$ cat src/rtl/dsc_pkg.sv
package dsc_pkg;

  typedef enum logic [2:0] {
    ST_IDLE,
    ST_INIT_REQ,
    ST_INIT_WAIT,
    ST_TEST_REQ,
    ST_TEST_WAIT,
    ST_SCAN,
    ST_DECIDE,
    ST_DONE
  } dsc_state_e;

endpackage

$ cat src/rtl/dsc_score.sv
// Per-lane pass/fail storage: one bit per lane per swept code.
module dsc_score #(
  parameter int LANES = 4,
  parameter int IDX_W = 5
) (
  input  logic             clk,
  input  logic             rst_n,
  input  logic             wr_en,
  input  logic [IDX_W-1:0] wr_idx,
  input  logic [LANES-1:0] wr_bits,
  input  logic [IDX_W-1:0] rd_idx,
  output logic [LANES-1:0] rd_bits
);
  localparam int DEPTH = 1 << IDX_W;

  for (genvar l = 0; l < LANES; l++) begin : g_lane
    logic [DEPTH-1:0] row;

    always_ff @(posedge clk or negedge rst_n) begin
      if (!rst_n) begin
        row <= '0;
      end else if (wr_en) begin
        row[wr_idx] <= wr_bits[l];
      end
    end

    assign rd_bits[l] = row[rd_idx];
  end

endmodule

$ cat src/rtl/dsc_lane_win.sv
// Streams one lane's scoreboard in code order and keeps the longest passing run.
module dsc_lane_win #(
  parameter int IDX_W = 5
) (
  input  logic             clk,
  input  logic             rst_n,
  input  logic             clr,
  input  logic             step,
  input  logic             bit_in,
  input  logic [IDX_W-1:0] idx,
  output logic             has_win,
  output logic [IDX_W-1:0] mid_code
);
  localparam int LEN_W = IDX_W + 1;

  logic [LEN_W-1:0] run_len;
  logic [IDX_W-1:0] run_first;
  logic [LEN_W-1:0] best_len;
  logic [IDX_W-1:0] best_first;
  logic [LEN_W-1:0] grown;
  logic [LEN_W-1:0] half_span;

  assign grown = run_len + LEN_W'(1);

  always_ff @(posedge clk or negedge rst_n) begin
    if (!rst_n) begin
      run_len    <= '0;
      run_first  <= '0;
      best_len   <= '0;
      best_first <= '0;
    end else if (clr) begin
      run_len    <= '0;
      run_first  <= '0;
      best_len   <= '0;
      best_first <= '0;
    end else if (step) begin
      if (bit_in) begin
        run_len <= grown;
        if (run_len == '0) begin
          run_first <= idx;
        end
        // strictly longer only: an equal later run never displaces the earlier one
        if (grown > best_len) begin
          best_len   <= grown;
          best_first <= (run_len == '0) ? idx : run_first;
        end
      end else begin
        run_len <= '0;
      end
    end
  end

  assign has_win   = (best_len != '0);
  assign half_span = (best_len - LEN_W'(1)) >> 1;
  assign mid_code  = has_win ? (best_first + half_span[IDX_W-1:0]) : '0;

endmodule

$ cat src/rtl/dsc_ctrl.sv
// Sequencer: init/test handshake per code, scoreboard scan, set decision.
module dsc_ctrl
  import dsc_pkg::*;
#(
  parameter int CODE_W = 5,
  parameter int SETS   = 4,
  parameter int SET_W  = 2
) (
  input  logic              clk,
  input  logic              rst_n,
  input  logic              start,
  input  logic              init_done,
  input  logic              test_done,
  input  logic              all_win,
  output logic              init_req,
  output logic              test_req,
  output logic              done,
  output logic              sb_wr,
  output logic              scan_step,
  output logic              trk_clr,
  output logic              res_latch,
  output logic              res_clr,
  output logic [CODE_W-1:0] code,
  output logic [CODE_W-1:0] scan_idx,
  output logic [SET_W-1:0]  set_idx
);
  localparam logic [CODE_W-1:0] CODE_MAX = '1;
  localparam logic [SET_W-1:0]  SET_LAST = SET_W'(SETS - 1);

  dsc_state_e st, st_n;
  logic       advance_set;

  assign advance_set = (st == ST_DECIDE) && !all_win && (set_idx != SET_LAST);

  always_comb begin
    st_n      = st;
    init_req  = 1'b0;
    test_req  = 1'b0;
    done      = 1'b0;
    sb_wr     = 1'b0;
    scan_step = 1'b0;
    trk_clr   = 1'b0;
    res_latch = 1'b0;
    res_clr   = 1'b0;
    case (st)
      ST_IDLE: begin
        if (start) begin
          st_n    = ST_INIT_REQ;
          res_clr = 1'b1;
          trk_clr = 1'b1;
        end
      end
      ST_INIT_REQ: begin
        init_req = 1'b1;
        st_n     = ST_INIT_WAIT;
      end
      ST_INIT_WAIT: begin
        if (init_done) st_n = ST_TEST_REQ;
      end
      ST_TEST_REQ: begin
        test_req = 1'b1;
        st_n     = ST_TEST_WAIT;
      end
      ST_TEST_WAIT: begin
        if (test_done) begin
          sb_wr = 1'b1;
          st_n  = (code == CODE_MAX) ? ST_SCAN : ST_INIT_REQ;
        end
      end
      ST_SCAN: begin
        scan_step = 1'b1;
        if (scan_idx == CODE_MAX) st_n = ST_DECIDE;
      end
      ST_DECIDE: begin
        res_latch = 1'b1;
        if (advance_set) begin
          st_n    = ST_INIT_REQ;
          trk_clr = 1'b1;
        end else begin
          st_n = ST_DONE;
        end
      end
      ST_DONE: begin
        done = 1'b1;
        st_n = ST_IDLE;
      end
      default: st_n = ST_IDLE;
    endcase
  end

  always_ff @(posedge clk or negedge rst_n) begin
    if (!rst_n) begin
      st       <= ST_IDLE;
      code     <= '0;
      scan_idx <= '0;
      set_idx  <= '0;
    end else begin
      st <= st_n;
      if (st == ST_IDLE && start) begin
        code     <= '0;
        scan_idx <= '0;
        set_idx  <= '0;
      end
      if (st == ST_TEST_WAIT && test_done && code != CODE_MAX) begin
        code <= code + CODE_W'(1);
      end
      if (scan_step) begin
        scan_idx <= scan_idx + CODE_W'(1);
      end
      if (advance_set) begin
        set_idx <= set_idx + SET_W'(1);
        code    <= '0;
      end
    end
  end

endmodule

$ cat src/rtl/dly_sweep_cal.sv
// Per-lane delay sweep calibrator top.
module dly_sweep_cal #(
  parameter int LANES     = 4,
  parameter int CODE_W    = 5,
  parameter int SETS      = 4,
  parameter int SET_W     = (SETS > 1) ? $clog2(SETS) : 1,
  parameter int FIX_W     = 5,
  parameter int FIX_BASE  = 2,
  parameter int FIX_STEP  = 8
) (
  input  logic                    clk,
  input  logic                    rst_n,
  input  logic                    start,
  output logic                    init_req,
  input  logic                    init_done,
  output logic                    test_req,
  input  logic                    test_done,
  input  logic [LANES-1:0]        test_pass,
  output logic [CODE_W-1:0]       sweep_code,
  output logic [FIX_W-1:0]        fix_code,
  output logic                    done,
  output logic [LANES*CODE_W-1:0] lane_code,
  output logic [LANES-1:0]        lane_fail,
  output logic [SET_W-1:0]        win_set
);
  localparam int RES_W = LANES * CODE_W;

  logic              sb_wr, scan_step, trk_clr, res_latch, res_clr;
  logic [CODE_W-1:0] scan_idx;
  logic [SET_W-1:0]  set_idx;
  logic [LANES-1:0]  sb_col;
  logic [LANES-1:0]  lane_has;
  logic [RES_W-1:0]  lane_mid;
  logic              all_win;

  assign all_win = &lane_has;

  dsc_ctrl #(
    .CODE_W (CODE_W),
    .SETS   (SETS),
    .SET_W  (SET_W)
  ) u_ctrl (
    .clk       (clk),
    .rst_n     (rst_n),
    .start     (start),
    .init_done (init_done),
    .test_done (test_done),
    .all_win   (all_win),
    .init_req  (init_req),
    .test_req  (test_req),
    .done      (done),
    .sb_wr     (sb_wr),
    .scan_step (scan_step),
    .trk_clr   (trk_clr),
    .res_latch (res_latch),
    .res_clr   (res_clr),
    .code      (sweep_code),
    .scan_idx  (scan_idx),
    .set_idx   (set_idx)
  );

  dsc_score #(
    .LANES (LANES),
    .IDX_W (CODE_W)
  ) u_score (
    .clk     (clk),
    .rst_n   (rst_n),
    .wr_en   (sb_wr),
    .wr_idx  (sweep_code),
    .wr_bits (test_pass),
    .rd_idx  (scan_idx),
    .rd_bits (sb_col)
  );

  for (genvar l = 0; l < LANES; l++) begin : g_win
    dsc_lane_win #(
      .IDX_W (CODE_W)
    ) u_win (
      .clk      (clk),
      .rst_n    (rst_n),
      .clr      (trk_clr),
      .step     (scan_step),
      .bit_in   (sb_col[l]),
      .idx      (scan_idx),
      .has_win  (lane_has[l]),
      .mid_code (lane_mid[l*CODE_W +: CODE_W])
    );
  end

  assign fix_code = FIX_W'(FIX_BASE) + FIX_W'(FIX_STEP) * FIX_W'(set_idx);

  always_ff @(posedge clk or negedge rst_n) begin
    if (!rst_n) begin
      lane_code <= '0;
      lane_fail <= '0;
      win_set   <= '0;
    end else if (res_clr) begin
      lane_code <= '0;
      lane_fail <= '0;
      win_set   <= '0;
    end else if (res_latch) begin
      lane_code <= lane_mid;
      lane_fail <= ~lane_has;
      win_set   <= set_idx;
    end
  end

endmodule

$ cat config.mk
export PLATFORM = sky130hd
export DESIGN_NAME = dly_sweep_cal
export DESIGN_NICKNAME = d
export VERILOG_FILES = /design/src/rtl/dsc_pkg.sv /design/src/rtl/dsc_score.sv /design/src/rtl/dsc_lane_win.sv /design/src/rtl/dsc_ctrl.sv /design/src/rtl/dly_sweep_cal.sv
export SDC_FILE = /design/constraint.sdc
export NUM_CORES = 1
export LEC_CHECK = 0
export BUFFER_PORTS_ARGS = -buffer_cell sky130_fd_sc_hd__buf_2
export CAP_MARGIN = 40
export CORE_UTILIZATION = 30
export CTS_BUF_LIST = sky130_fd_sc_hd__clkbuf_4
export DETAILED_ROUTE_END_ITERATION = 8
export MAX_ROUTING_LAYER = met4
export SYNTH_ARGS = -nofsm -noshare
export SYNTH_HDL_FRONTEND = slang
export SYNTH_SLANG_ARGS = --single-unit
$ cat constraint.sdc
create_clock -name clk -period 3.8 [get_ports clk]
set_input_delay 0.38 -clock clk [delete_from_list [all_inputs] [get_ports clk]]
set_output_delay 0.38 -clock clk [all_outputs]
set_load 0.01 [all_outputs]
* After elaboration in Yosys (flattened, before gate mapping) *
Index checks and enable logic that the tools add are counted.

word-level totals
  register bits after elaboration = 257
  bits in latches = 0
  memory bits (writable) = 0
  memory bits (read-only) = 0
  input port bits = 9
  output and inout bits = 39
  word-level logic and storage cells = 213
  memories kept = 0

operators by class
  $add $sub $neg = 16
  multipliers = 0
  div/mod/pow operators = 0
  order comparisons = 7
  eq/ne operators = 15
  shift-type cells = 0
  mux-type cells = 108
  bitwise gates (word level) = 1
  reduce and logical (&&, ||, !) cells = 39

operators with widths
  cell                                                                   count
  5-bit 2-to-1 mux                                                       40
  6-bit 2-to-1 mux                                                       28
  32-bit bitwise mux                                                     4
  20-bit 2-to-1 mux                                                      2
  6-bit by 1-bit adder with 6-bit output (second input constant)         4
  6-bit > comparator                                                     4
  6-bit logical NOT                                                      4
  3-bit one-hot mux with 8 select lines                                  1
  2-bit nonzero test                                                     12
  6-bit nonzero test                                                     4
  6-bit by 1-bit subtractor with 6-bit output (second input constant)    4
  5-bit adder                                                            4
  1-bit binary-select mux with 5-bit select                              4
  3-bit 2-to-1 mux                                                       6
  1-bit 2-to-1 mux                                                       15
  3-bit equality test (second input constant)                            4
  5-bit by 6-bit < comparator with 1-bit output (second input constant)  2
  3-bit AND reduction                                                    4
  5-bit by 1-bit adder with 5-bit output (second input constant)         2
  5-bit equality test (second input constant)                            2
  2-bit 2-to-1 mux                                                       4
  4-bit 2-to-1 mux                                                       2
  2-bit != test (second input constant)                                  4
  2-bit AND reduction                                                    4
  15 further kinds                                                       22

* Logic depth before layout (Yosys ltp) *
Gate-level depths: netlist of the first run.

  word-level depth = 9
  mapped depth = 11
  mapped depth without buffers = 11

* Cells and area by module *
Synthesis of the first run repeated with hierarchy kept, for this count alone.

second synthesis, totals
  cells, all modules = 1246
  area total of the unflattened synthesis = 14372.5 um^2

by module, submodules not included
  module                             instances  cells an instance  area an instance (um^2)  sequential area each (um^2)
  dsc_score                          1          369                5928.2                   3203.1
  dsc_lane_win (g_win[0].u_win ...)  3          170                1595.3                   550.5
  dsc_lane_win (g_win[3].u_win)      1          171                1601.5                   550.5
  dly_sweep_cal                      1          94                 1107.3                   650.6
  dsc_ctrl                           1          102                949.7                    375.4

* Worst setup path before layout of the first run *
OpenSTA, ideal clock, no wires.

  path type = reg2reg
  start = register g_win[1].u_win.run_len[0]
  end = register g_win[1].u_win.best_len[2]
  library setup time = 125 ps
  arrival time = 2107 ps
  required time = 3675 ps
  setup slack = 1568 ps
  cell stages (with the launch flop) = 10
  buffers on the path = 0
  period minus slack after synthesis = 2232 ps
  cell sequence = dfrtp_1 ha_1 nor2b_1 or2_2 ha_1 o21a_1 o31ai_1 a21oi_1 o21ai_2 mux2_2

between the ends
  longest elaborated chain between the ends = 5
  elaborated cells on any way between the ends = 8
  those cells by class = add/sub (1); order compare (1); mux (4); reduce/logical (2)

RTL lines
  what                                                                        line                source
  start: declaration                                                          dsc_lane_win.sv:16  logic [LEN_W-1:0] run_len;
  start signal: assignment                                                    dsc_lane_win.sv:38  run_len <= grown;
  6-bit by 1-bit adder with 6-bit output (*)                                  dsc_lane_win.sv:23  assign grown = run_len + LEN_W'(1);
  parallel branches: the longest is 4 deep, another holds 6-bit > comparator  n/a
  end signal: assignment                                                      dsc_lane_win.sv:44  best_len <= grown;
  end: declaration                                                            dsc_lane_win.sv:18  logic [LEN_W-1:0] best_len;

Mark *: on every way between the ends. The select of a mux whose other input is x is not followed.
A chain may end at the register's enable or synchronous reset.

* Final worst setup path of the first run *
  start = register u_ctrl.scan_idx[0]
  end = register g_win[3].u_win.best_len[1]

between the ends
  longest elaborated chain between the ends = 4

RTL lines
  what                                       line                source
  start: declaration                         dsc_ctrl.sv:24      output logic [CODE_W-1:0] scan_idx,
  start signal: assignment                   dsc_ctrl.sv:108     scan_idx <= scan_idx + CODE_W'(1);
  1-bit binary-select mux with 5-bit select  dsc_score.sv:27     assign rd_bits[l] = row[rd_idx];
  1-bit 2-to-1 mux (implied by the code)     dsc_score.sv:27
  2-bit nonzero test (no source line)        n/a
  3-bit AND reduction (no source line)       n/a
  end signal: assignment                     dsc_lane_win.sv:44
  end: declaration                           dsc_lane_win.sv:18

No other way between the ends. The select of a mux whose other input is x is not followed.

==> results of run 1 <==
[worst paths after layout]
kind                            cells after the start                          to          startpoint
worst min-delay path                                4                u_ctrl.st[2]           test_done
min in group asynchronous                           2                lane_code[0]               rst_n
worst min register to register                      2               lane_code[16]       lane_code[16]
worst max register to register                      7  g_win[3].u_win.best_len[1]  u_ctrl.scan_idx[0]
max in group asynchronous                           3   u_score.g_lane[3].row[28]               rst_n
worst max-delay path                                7  g_win[3].u_win.best_len[1]  u_ctrl.scan_idx[0]
[cell usage after synthesis, drive strengths merged (13+ instances only)]
cell type,count
a21o,14
a21oi,25
a22o,19
and3,14
buf,30
clkbuf,40
dfrtp,257
ha,64
inv,65
mux2,145
mux2i,83
mux4,24
nand2,56
nand2b,18
nand3,87
nor2,23
nor3,18
o21ai,21
o22ai,13
xnor2,24
xor2,21
[power breakdown]
part           leakage [uW]  switching (uW)  total, uW  internal [uW]
clock network      0.000576            1210       2630           1420
logic               0.00382            1410       2390            974
registers           0.00356             268       3220           2960
total               0.00796            2890       8240           5350
[flip-flops by register name (all words and copies together) (netlist names)]
register                cells
u_score.g_lane.row        128
g_win.u_win.best_len       24
g_win.u_win.run_len        24
g_win.u_win.best_first     20
g_win.u_win.run_first      20
lane_code                  20
u_ctrl.code                 5
u_ctrl.scan_idx             5
lane_fail                   4
u_ctrl.st                   3
u_ctrl.set_idx              2
win_set                     2
[cells by family after synthesis]
family / after synthesis / share of synthesized area, %
and+or+nand+nor: 268 / 9.861
xor gates and xnor gates: 45 / 2.793
other: 2 / 0.05323
muxes: 252 / 21.40
DFF: 257 / 45.58
buffers and inverters: 135 / 4.443
AOI/OAI and AO/OA: 163 / 9.630
adders and majority gates: 68 / 6.243
[stage by stage]
step	hold slack [ns]	instances	instance area, sq um	utilization, %
final	0.07567	1937	15960	34.36
after global routing	0.04295	1936	15960	34.35
after CTS	0.01238	1935	15960	34.34
after detailed placement	0.4770	1797	14980	32.24
after global placement	0.4722	1796	14960	32.21
after floorplan	0.08441	1191	14110	-
[timing repair]
action,CTS,global route
setup endpoints to repair,0,0
setup buffers,0,0
hold endpoints to repair,113,0
hold buffers,1,0
gates resized for setup,0,0
[worst register-to-register path: cells and delay by family, from the launching register on]
family                 cells  cell delay (ns)
AOI/OAI and AO/OA          2             0.61
buffers and inverters      2             0.67
DFF                        1             0.73
muxes                      2             0.73
and+or+nand+nor            1             0.12
[layer usage]
metal / vias up / global-route usage [%] / wire [microns]
li1: 4551 / - / -
met1: 4844 / 19.98 / 16190
met2: 212 / 23.66 / 16150
met3: 63 / 2.994 / 1369
met4: 0 / 5.093 / 716
met5: - / - / 0
[area by class of cell]
class                      instances  area share [%]
antenna                            2         0.03136
clock buffer                     112           5.268
clock inverter                    25          0.7918
inverter                          65           1.529
multi-input combinational        799           44.28
sequential                       257           40.30
tap                              607           4.759
timing repair buffer              70           3.042
==> run_summary.xml, run 1 <==
<?xml version="1.0" encoding="UTF-8"?>
<metrics>
  <group name="synthesis">
    <metric name="synth.yosys.warnings" unit="">0</metric>
    <metric name="ys_seq_area_share" unit="%">45.58</metric>
    <metric name="synth.distinct_cells" unit="">72</metric>
    <metric name="synth_largest_area_cell" unit="">sky130_fd_sc_hd__dfrtp_1</metric>
    <metric name="yosys-top-cells-area" unit="">sky130_fd_sc_hd__dfrtp_1 46%, sky130_fd_sc_hd__mux2_2 11%, sky130_fd_sc_hd__mux2i_1 5.9%, sky130_fd_sc_hd__ha_1 5.7%, sky130_fd_sc_hd__mux4_2 3.8%</metric>
    <metric name="synth.cell_area" unit="sq um">14110</metric>
    <metric name="number_of_flops_mapped_to_enable_cells_by_yosys" unit="">0</metric>
    <metric name="synth.avg_cell_area" unit="sq um">11.86</metric>
    <metric name="synth_cells" unit="">1190</metric>
    <metric name="synthDominantCellAreaShare" unit="%">45.58</metric>
    <metric name="synth_seq_cells" unit="">257</metric>
    <metric name="top_flip_flop_cell_by_instance_count_after_synthesis" unit="">sky130_fd_sc_hd__dfrtp_1</metric>
    <metric name="asyncSetResetFlopFracSynth" unit="%">100.0</metric>
  </group>
  <group name="clock_network">
    <metric name="deepest_level_of_the_cts_h_tree" unit="">3</metric>
    <metric name="num_cts_buffers" unit="">76</metric>
    <metric name="cts_num_sinks" unit="">257</metric>
    <metric name="tritoncts_clock_tree" unit="">built</metric>
    <metric name="clock_latency" unit="ns">0.70</metric>
    <metric name="clkTransAtPathRegs" unit="ns">0.07</metric>
    <metric name="max_root_sink_buffers" unit="">3</metric>
    <metric name="cts.root.buffer_cell" unit="">sky130_fd_sc_hd__clkbuf_4</metric>
  </group>
  <group name="sta">
    <metric name="slew_viol_final" unit="">0</metric>
    <metric name="setup_viol" unit="">0</metric>
    <metric name="max_freq" unit="MHz">340.1</metric>
    <metric name="worst_slew_pin_tran" unit="ns">0.9920</metric>
    <metric name="final.setup_skew" unit="ns">0.04157</metric>
    <metric name="worst_slack" unit="ns">0.8594</metric>
    <metric name="report.final.hold_viol_count" unit="">0</metric>
    <metric name="fin_crit_sh" unit="%">77.38</metric>
    <metric name="maxSlewHeadroom" unit="%">33.70</metric>
    <metric name="rsz0062_at_grt" unit="">no</metric>
    <metric name="final.setup.tns" unit="ns">0</metric>
    <metric name="post-route-min-period" unit="ns">2.941</metric>
  </group>
  <group name="setup_path">
    <metric name="worst_ep_required_time" unit="ns">4.41</metric>
    <metric name="critical_path.max_fanout" unit="">20</metric>
    <metric name="flop2flop_setup_slack" unit="ns">0.86</metric>
    <metric name="crit_path_max_incr_delay" unit="ns">0.73</metric>
    <metric name="arrival_time_at_the_worst_endpoint" unit="ns">3.55</metric>
    <metric name="worst_setup_path_start_kind" unit="">register</metric>
    <metric name="worst_setup_path_end_kind" unit="">register</metric>
    <metric name="critPathSlowestCell" unit="">sky130_fd_sc_hd__dfrtp_2</metric>
    <metric name="worstPathCellList" unit="">buf_4 -&gt; mux4_2 -&gt; nand2b_1 -&gt; a311oi_2 -&gt; o21ai_2 -&gt; buf_4 -&gt; mux2i_1</metric>
    <metric name="crit_path_buffers_inverters" unit="">2</metric>
    <metric name="worst_path_most_repeated_cell" unit="">sky130_fd_sc_hd__buf_4</metric>
    <metric name="criticalPathCategory" unit="">reg2reg</metric>
    <metric name="critical_path.top_delay_family" unit="">flip-flops</metric>
  </group>
  <group name="run">
    <metric name="max-cap-violations" unit="">0</metric>
  </group>
  <group name="global_route">
    <metric name="vias_in_the_first_global_route" unit="">10070</metric>
    <metric name="wire_length_of_the_first_global_routing_pass" unit="mm">56.01</metric>
    <metric name="globalRouteOverflowTotal" unit="">0</metric>
    <metric name="global_route.usage.total" unit="%">15.28</metric>
    <metric name="initial_antenna_violation_count" unit="">1</metric>
    <metric name="largest_net_degree_at_the_start_of_global_routing" unit="">119</metric>
  </group>
  <group name="finish">
    <metric name="area_growth_from_synthesis_to_layout" unit="%">13.12</metric>
    <metric name="multi_input_comb_area" unit="sq um">7067</metric>
    <metric name="layout_commonest_cell" unit="">sky130_fd_sc_hd__dfrtp_1</metric>
    <metric name="share_of_cells_above_drive_strength_1" unit="%">29.22</metric>
    <metric name="layout_common_cells" unit="">256 x sky130_fd_sc_hd__dfrtp_1, 139 x sky130_fd_sc_hd__mux2_2, 112 x sky130_fd_sc_hd__clkbuf_4</metric>
    <metric name="layout.filler_cells" unit="">4669</metric>
    <metric name="area.sequential" unit="sq um">6432</metric>
    <metric name="nets" unit="">1346</metric>
  </group>
  <group name="floorplan">
    <metric name="floorplan.core_area" unit="sq um">46460</metric>
    <metric name="design.die.area" unit="sq um">47900</metric>
    <metric name="dieHeight" unit="microns">218.9</metric>
    <metric name="number_of_ports_placed_on_the_die_boundary" unit="">48</metric>
    <metric name="x_dimension_of_the_die" unit="microns">218.9</metric>
    <metric name="fp-row-count" unit="">79</metric>
    <metric name="effective_utilization_at_floorplan" unit="%">30.37</metric>
  </group>
  <group name="placed_design">
    <metric name="rd_place_congestion" unit="">0.8093</metric>
    <metric name="numPortBuffers" unit="">44</metric>
    <metric name="dpl.hpwl" unit="mm">23.79</metric>
    <metric name="dpl_worst_slack" unit="ns">0.8360</metric>
  </group>
  <group name="drt">
    <metric name="per_cell_routed_wire_length" unit="microns">17.77</metric>
    <metric name="route.detailed.drc" unit="">0</metric>
    <metric name="drt-total-wl" unit="mm">34.42</metric>
    <metric name="vias" unit="">9670</metric>
    <metric name="detail_route.first_pass.iterations" unit="">7</metric>
    <metric name="via_per_inst" unit="">4.992</metric>
    <metric name="ant_nets" unit="">0</metric>
    <metric name="drt_first_iter_violations" unit="">603</metric>
  </group>
  <group name="power">
    <metric name="p_total" unit="uW">8242</metric>
    <metric name="power_density" unit="nW/um^2">516.4</metric>
    <metric name="worst_ir_drop_vdd" unit="V">0.0002543</metric>
    <metric name="power.leakage" unit="uW">0.007957</metric>
  </group>
  <group name="hold_path">
    <metric name="holdCritPathClass" unit="">in2reg</metric>
  </group>
  <group name="outcome">
    <metric name="status" unit="">completed</metric>
  </group>
</metrics>
No activity file was read; power rests on OpenSTA's default activity.
==> run 2: changes to the inputs <==
Settings changed: ABC_AREA set to 1.
Clock period 3.8 ns to 2.36 ns, I/O delays scaled along.
==> run_summary.xml, run 2 <==
<?xml version="1.0" encoding="UTF-8"?>
<metrics>
  <group name="global_route">
    <metric name="vias_in_the_first_global_route" unit="">11449</metric>
    <metric name="initial_antenna_violation_count" unit="">1</metric>
    <metric name="global_route.usage.total" unit="%">15.78</metric>
    <metric name="wire_length_of_the_first_global_routing_pass" unit="mm">59.03</metric>
    <metric name="largest_net_degree_at_the_start_of_global_routing" unit="">96</metric>
    <metric name="globalRouteOverflowTotal" unit="">0</metric>
  </group>
  <group name="synthesis">
    <metric name="yosys-top-cells-area" unit="">sky130_fd_sc_hd__dfrtp_1 46%, sky130_fd_sc_hd__nand2_1 14%, sky130_fd_sc_hd__nand3_1 6.1%, sky130_fd_sc_hd__ha_1 5.7%, sky130_fd_sc_hd__o21ai_0 5.4%</metric>
    <metric name="synthDominantCellAreaShare" unit="%">46.18</metric>
    <metric name="synth.cell_area" unit="sq um">13930</metric>
    <metric name="synth_most_common_cell" unit="">sky130_fd_sc_hd__nand2_1</metric>
    <metric name="synth_largest_area_cell" unit="">sky130_fd_sc_hd__dfrtp_1</metric>
    <metric name="synth_seq_cells" unit="">257</metric>
    <metric name="netlist_top_cells_count" unit="">533 x sky130_fd_sc_hd__nand2_1, 257 x sky130_fd_sc_hd__dfrtp_1, 169 x sky130_fd_sc_hd__nand3_1, 151 x sky130_fd_sc_hd__o21ai_0, 122 x sky130_fd_sc_hd__inv_1</metric>
    <metric name="asyncSetResetFlopFracSynth" unit="%">100.0</metric>
    <metric name="synth.distinct_cells" unit="">37</metric>
    <metric name="synth_cells" unit="">1735</metric>
    <metric name="ys_seq_area_share" unit="%">46.18</metric>
    <metric name="number_of_flops_mapped_to_enable_cells_by_yosys" unit="">0</metric>
    <metric name="synth.yosys.warnings" unit="">0</metric>
    <metric name="synth.avg_cell_area" unit="sq um">8.027</metric>
    <metric name="top_flip_flop_cell_by_instance_count_after_synthesis" unit="">sky130_fd_sc_hd__dfrtp_1</metric>
  </group>
  <group name="drt">
    <metric name="via_per_inst" unit="">4.768</metric>
    <metric name="per_cell_routed_wire_length" unit="microns">14.48</metric>
    <metric name="ant_nets" unit="">0</metric>
    <metric name="vias" unit="">11940</metric>
    <metric name="route.detailed.drc" unit="">0</metric>
    <metric name="detail_route.first_pass.iterations" unit="">7</metric>
    <metric name="drt-total-wl" unit="mm">36.26</metric>
    <metric name="drt_first_iter_violations" unit="">834</metric>
  </group>
  <group name="sta">
    <metric name="maxSlewHeadroom" unit="%">47.56</metric>
    <metric name="setup_viol" unit="">0</metric>
    <metric name="rsz0062_at_grt" unit="">yes</metric>
    <metric name="report.final.hold_viol_count" unit="">0</metric>
    <metric name="slew_viol_final" unit="">0</metric>
    <metric name="final.setup_skew" unit="ns">0.04666</metric>
    <metric name="post-route-min-period" unit="ns">2.343</metric>
    <metric name="max_freq" unit="MHz">426.9</metric>
    <metric name="worst_slack" unit="ns">0.01740</metric>
    <metric name="worst_slew_pin_tran" unit="ns">0.7858</metric>
    <metric name="fin_crit_sh" unit="%">99.26</metric>
  </group>
  <group name="run">
    <metric name="max-cap-violations" unit="">0</metric>
  </group>
  <group name="finish">
    <metric name="layout_common_cells" unit="">527 x sky130_fd_sc_hd__nand2_1, 254 x sky130_fd_sc_hd__dfrtp_1, 155 x sky130_fd_sc_hd__nand3_1</metric>
    <metric name="nets" unit="">1933</metric>
    <metric name="largest_register_ffs" unit="">128</metric>
    <metric name="reg_top3" unit="">u_score.g_lane.row (128), g_win.u_win.best_len (24), g_win.u_win.run_len (24)</metric>
    <metric name="max_flop_register" unit="">u_score.g_lane.row</metric>
    <metric name="area_growth_from_synthesis_to_layout" unit="%">17.69</metric>
    <metric name="utilization" unit="%">35.96</metric>
    <metric name="layout_commonest_cell" unit="">sky130_fd_sc_hd__nand2_1</metric>
    <metric name="share_of_cells_above_drive_strength_1" unit="%">17.76</metric>
  </group>
  <group name="hold_path">
    <metric name="holdCritPathClass" unit="">in2async</metric>
  </group>
  <group name="floorplan">
    <metric name="floorplan.core_area" unit="sq um">45580</metric>
    <metric name="fp-row-count" unit="">78</metric>
    <metric name="number_of_ports_placed_on_the_die_boundary" unit="">48</metric>
    <metric name="dieHeight" unit="microns">217.5</metric>
    <metric name="design.die.area" unit="sq um">47290</metric>
    <metric name="x_dimension_of_the_die" unit="microns">217.5</metric>
    <metric name="effective_utilization_at_floorplan" unit="%">30.56</metric>
  </group>
  <group name="power">
    <metric name="cellInternalPower" unit="uW">8995</metric>
    <metric name="clock_power_share" unit="%">25.0</metric>
    <metric name="sw_frac_of_total" unit="%">40.68</metric>
    <metric name="power_density" unit="nW/um^2">925.1</metric>
    <metric name="power.switching" unit="uW">6168</metric>
    <metric name="power.leakage" unit="uW">0.008092</metric>
    <metric name="p_total" unit="uW">15160</metric>
    <metric name="worst_ir_drop_vdd" unit="V">0.0004979</metric>
    <metric name="p_comb_share" unit="%">39.5</metric>
    <metric name="seq_power_share" unit="%">35.5</metric>
  </group>
  <group name="placed_design">
    <metric name="rd_place_congestion" unit="">0.8267</metric>
    <metric name="numPortBuffers" unit="">44</metric>
    <metric name="dpl_worst_slack" unit="ns">-0.02347</metric>
    <metric name="dpl.hpwl" unit="mm">24.29</metric>
  </group>
  <group name="setup_path">
    <metric name="criticalPathCategory" unit="">reg2reg</metric>
    <metric name="worst_ep_required_time" unit="ns">2.93</metric>
    <metric name="critPathSlowestCell" unit="">sky130_fd_sc_hd__dfrtp_2</metric>
    <metric name="crit_path_max_incr_delay" unit="ns">0.41</metric>
    <metric name="critical_path.max_fanout" unit="">6</metric>
    <metric name="critical_path.top_delay_family" unit="">simple AND/OR/NAND/NOR gates</metric>
    <metric name="worst_setup_path_start_kind" unit="">register</metric>
    <metric name="regToRegStartpoint" unit="">g_win[2].u_win.run_len[0]</metric>
    <metric name="worst-r2r-cell-count" unit="">13</metric>
    <metric name="crit_startpoint" unit="">g_win[2].u_win.run_len[0]</metric>
    <metric name="cp.depth" unit="">13</metric>
    <metric name="worst_setup_path_end_kind" unit="">register</metric>
    <metric name="worstPathCellList" unit="">nand3_2 -&gt; nand3b_1 -&gt; xor2_2 -&gt; inv_2 -&gt; ha_4 -&gt; nand2_2 -&gt; inv_2 -&gt; nand4_1 -&gt; a31oi_2 -&gt; nand3_2 -&gt; buf_6 -&gt; nand3_1 -&gt; nand2_1</metric>
    <metric name="arrival_time_at_the_worst_endpoint" unit="ns">2.91</metric>
    <metric name="crit_path_buffers_inverters" unit="">3</metric>
  </group>
  <group name="clock_network">
    <metric name="clock_latency" unit="ns">0.71</metric>
    <metric name="cts.root.buffer_cell" unit="">sky130_fd_sc_hd__clkbuf_4</metric>
    <metric name="max_root_sink_buffers" unit="">3</metric>
    <metric name="cts_num_sinks" unit="">257</metric>
    <metric name="num_cts_buffers" unit="">71</metric>
    <metric name="clkTransAtPathRegs" unit="ns">0.06</metric>
    <metric name="tritoncts_clock_tree" unit="">built</metric>
    <metric name="deepest_level_of_the_cts_h_tree" unit="">3</metric>
  </group>
  <group name="outcome">
    <metric name="status" unit="">completed</metric>
  </group>
</metrics>
==> run 2: cell count changes in the layout (fill, tap and decap cells not counted), moves of 24 or more <==
cell / previous run / this run
sky130_fd_sc_hd__inv_1: 65 / 115
sky130_fd_sc_hd__buf_4: 20 / 59
sky130_fd_sc_hd__mux2_2: 139 / 0
sky130_fd_sc_hd__nor2_2: 0 / 32
sky130_fd_sc_hd__nand2_1: 56 / 527
sky130_fd_sc_hd__nand4_1: 5 / 51
sky130_fd_sc_hd__mux2i_1: 83 / 0
sky130_fd_sc_hd__a21oi_1: 25 / 64
sky130_fd_sc_hd__mux4_2: 24 / 0
sky130_fd_sc_hd__nand3_1: 87 / 155
sky130_fd_sc_hd__nor2_1: 23 / 86
sky130_fd_sc_hd__o21ai_0: 17 / 149
==> run 2: worst reg2reg max path, delay by kind of cell (launching register included) <==
family	cells	cell delay [ns]
flops	1	0.41
compound gates	1	0.29
simple gates	7	0.73
buf+inv	3	0.29
fa+ha+maj	1	0.27
xor+xnor	1	0.22
==> run 2: repair_timing <==
| item | in CTS | in global routing |
|---|---|---|
| gates cloned | 1 | 3 |
| endpoints found under the hold margin | 260 | 0 |
| setup endpoints to repair | 4 | 63 |
| hold buffers | 3 | 0 |
| pin swaps | 4 | 22 |
| setup buffers | 2 | 14 |
| resized for setup | 5 | 66 |
==> run 2: stage by stage <==
step	cell area (sq um)	hold slack [ns]	cells	setup TNS, ns
final	16390	0.04549	2504	0
after global routing	16390	0.05354	2504	-3.983
after CTS	15930	0.001001	2486	0
after detailed placement	15040	0.1856	2360	-0.1457
after global placement	15040	0.1812	2360	0
after floorplan	13930	-0.05959	1736	0
==> run 2: worst paths after layout <==
| kind | slack, ns | end |
|---|---|---|
| worst max-delay path | 0.02 | g_win[2].u_win.best_len[2] |
| worst min-delay path | 0.05 | g_win[1].u_win.run_len[2] |
| worst max register to register | 0.02 | g_win[2].u_win.best_len[2] |
| worst min register to register | 0.48 | lane_code[7] |
| max in group asynchronous | 1.39 | u_score.g_lane[0].row[3] |
| min in group clk | 0.06 | u_ctrl.st[2] |
==> run 2: power groups by stage <==
stage	sequential, uW	clock [uW]	combinational [uW]
after floorplan	5450	0	3800
after global placement	5440	0	5620
after detailed placement	5450	0	5700
after CTS	5380	3940	5750
after global routing	5460	4170	6660
final	5380	3800	5990
==> run 2: cells by family after synthesis <==
family          after synthesis  synth area share (%)
compound gates              239                 9.101
xor+xnor                     48                 3.019
simple gates                909                 28.47
fa+ha+maj                    68                 6.325
other cells                   2               0.05392
flops                       257                 46.18
buf+inv                     212                 6.855
==> run 2: area by class of cell <==
cell class / count / area (sq um)
fill: 4704 / 29190
multi-input combinational: 1267 / 6847
sequential: 257 / 6435
timing repair buffer: 128 / 1041
tap: 600 / 750.7
clock buffer: 99 / 743.2
inverter: 131 / 491.7
clock inverter: 21 / 80.08
antenna: 1 / 2.502
==> run 2: per-layer routing <==
layer,vias up,GRT usage [%],routed length [microns]
li1,5956,-,-
met1,5648,21.22,17350
met2,273,24.04,16580
met3,63,2.650,1636
met4,0,5.117,688
met5,-,-,0
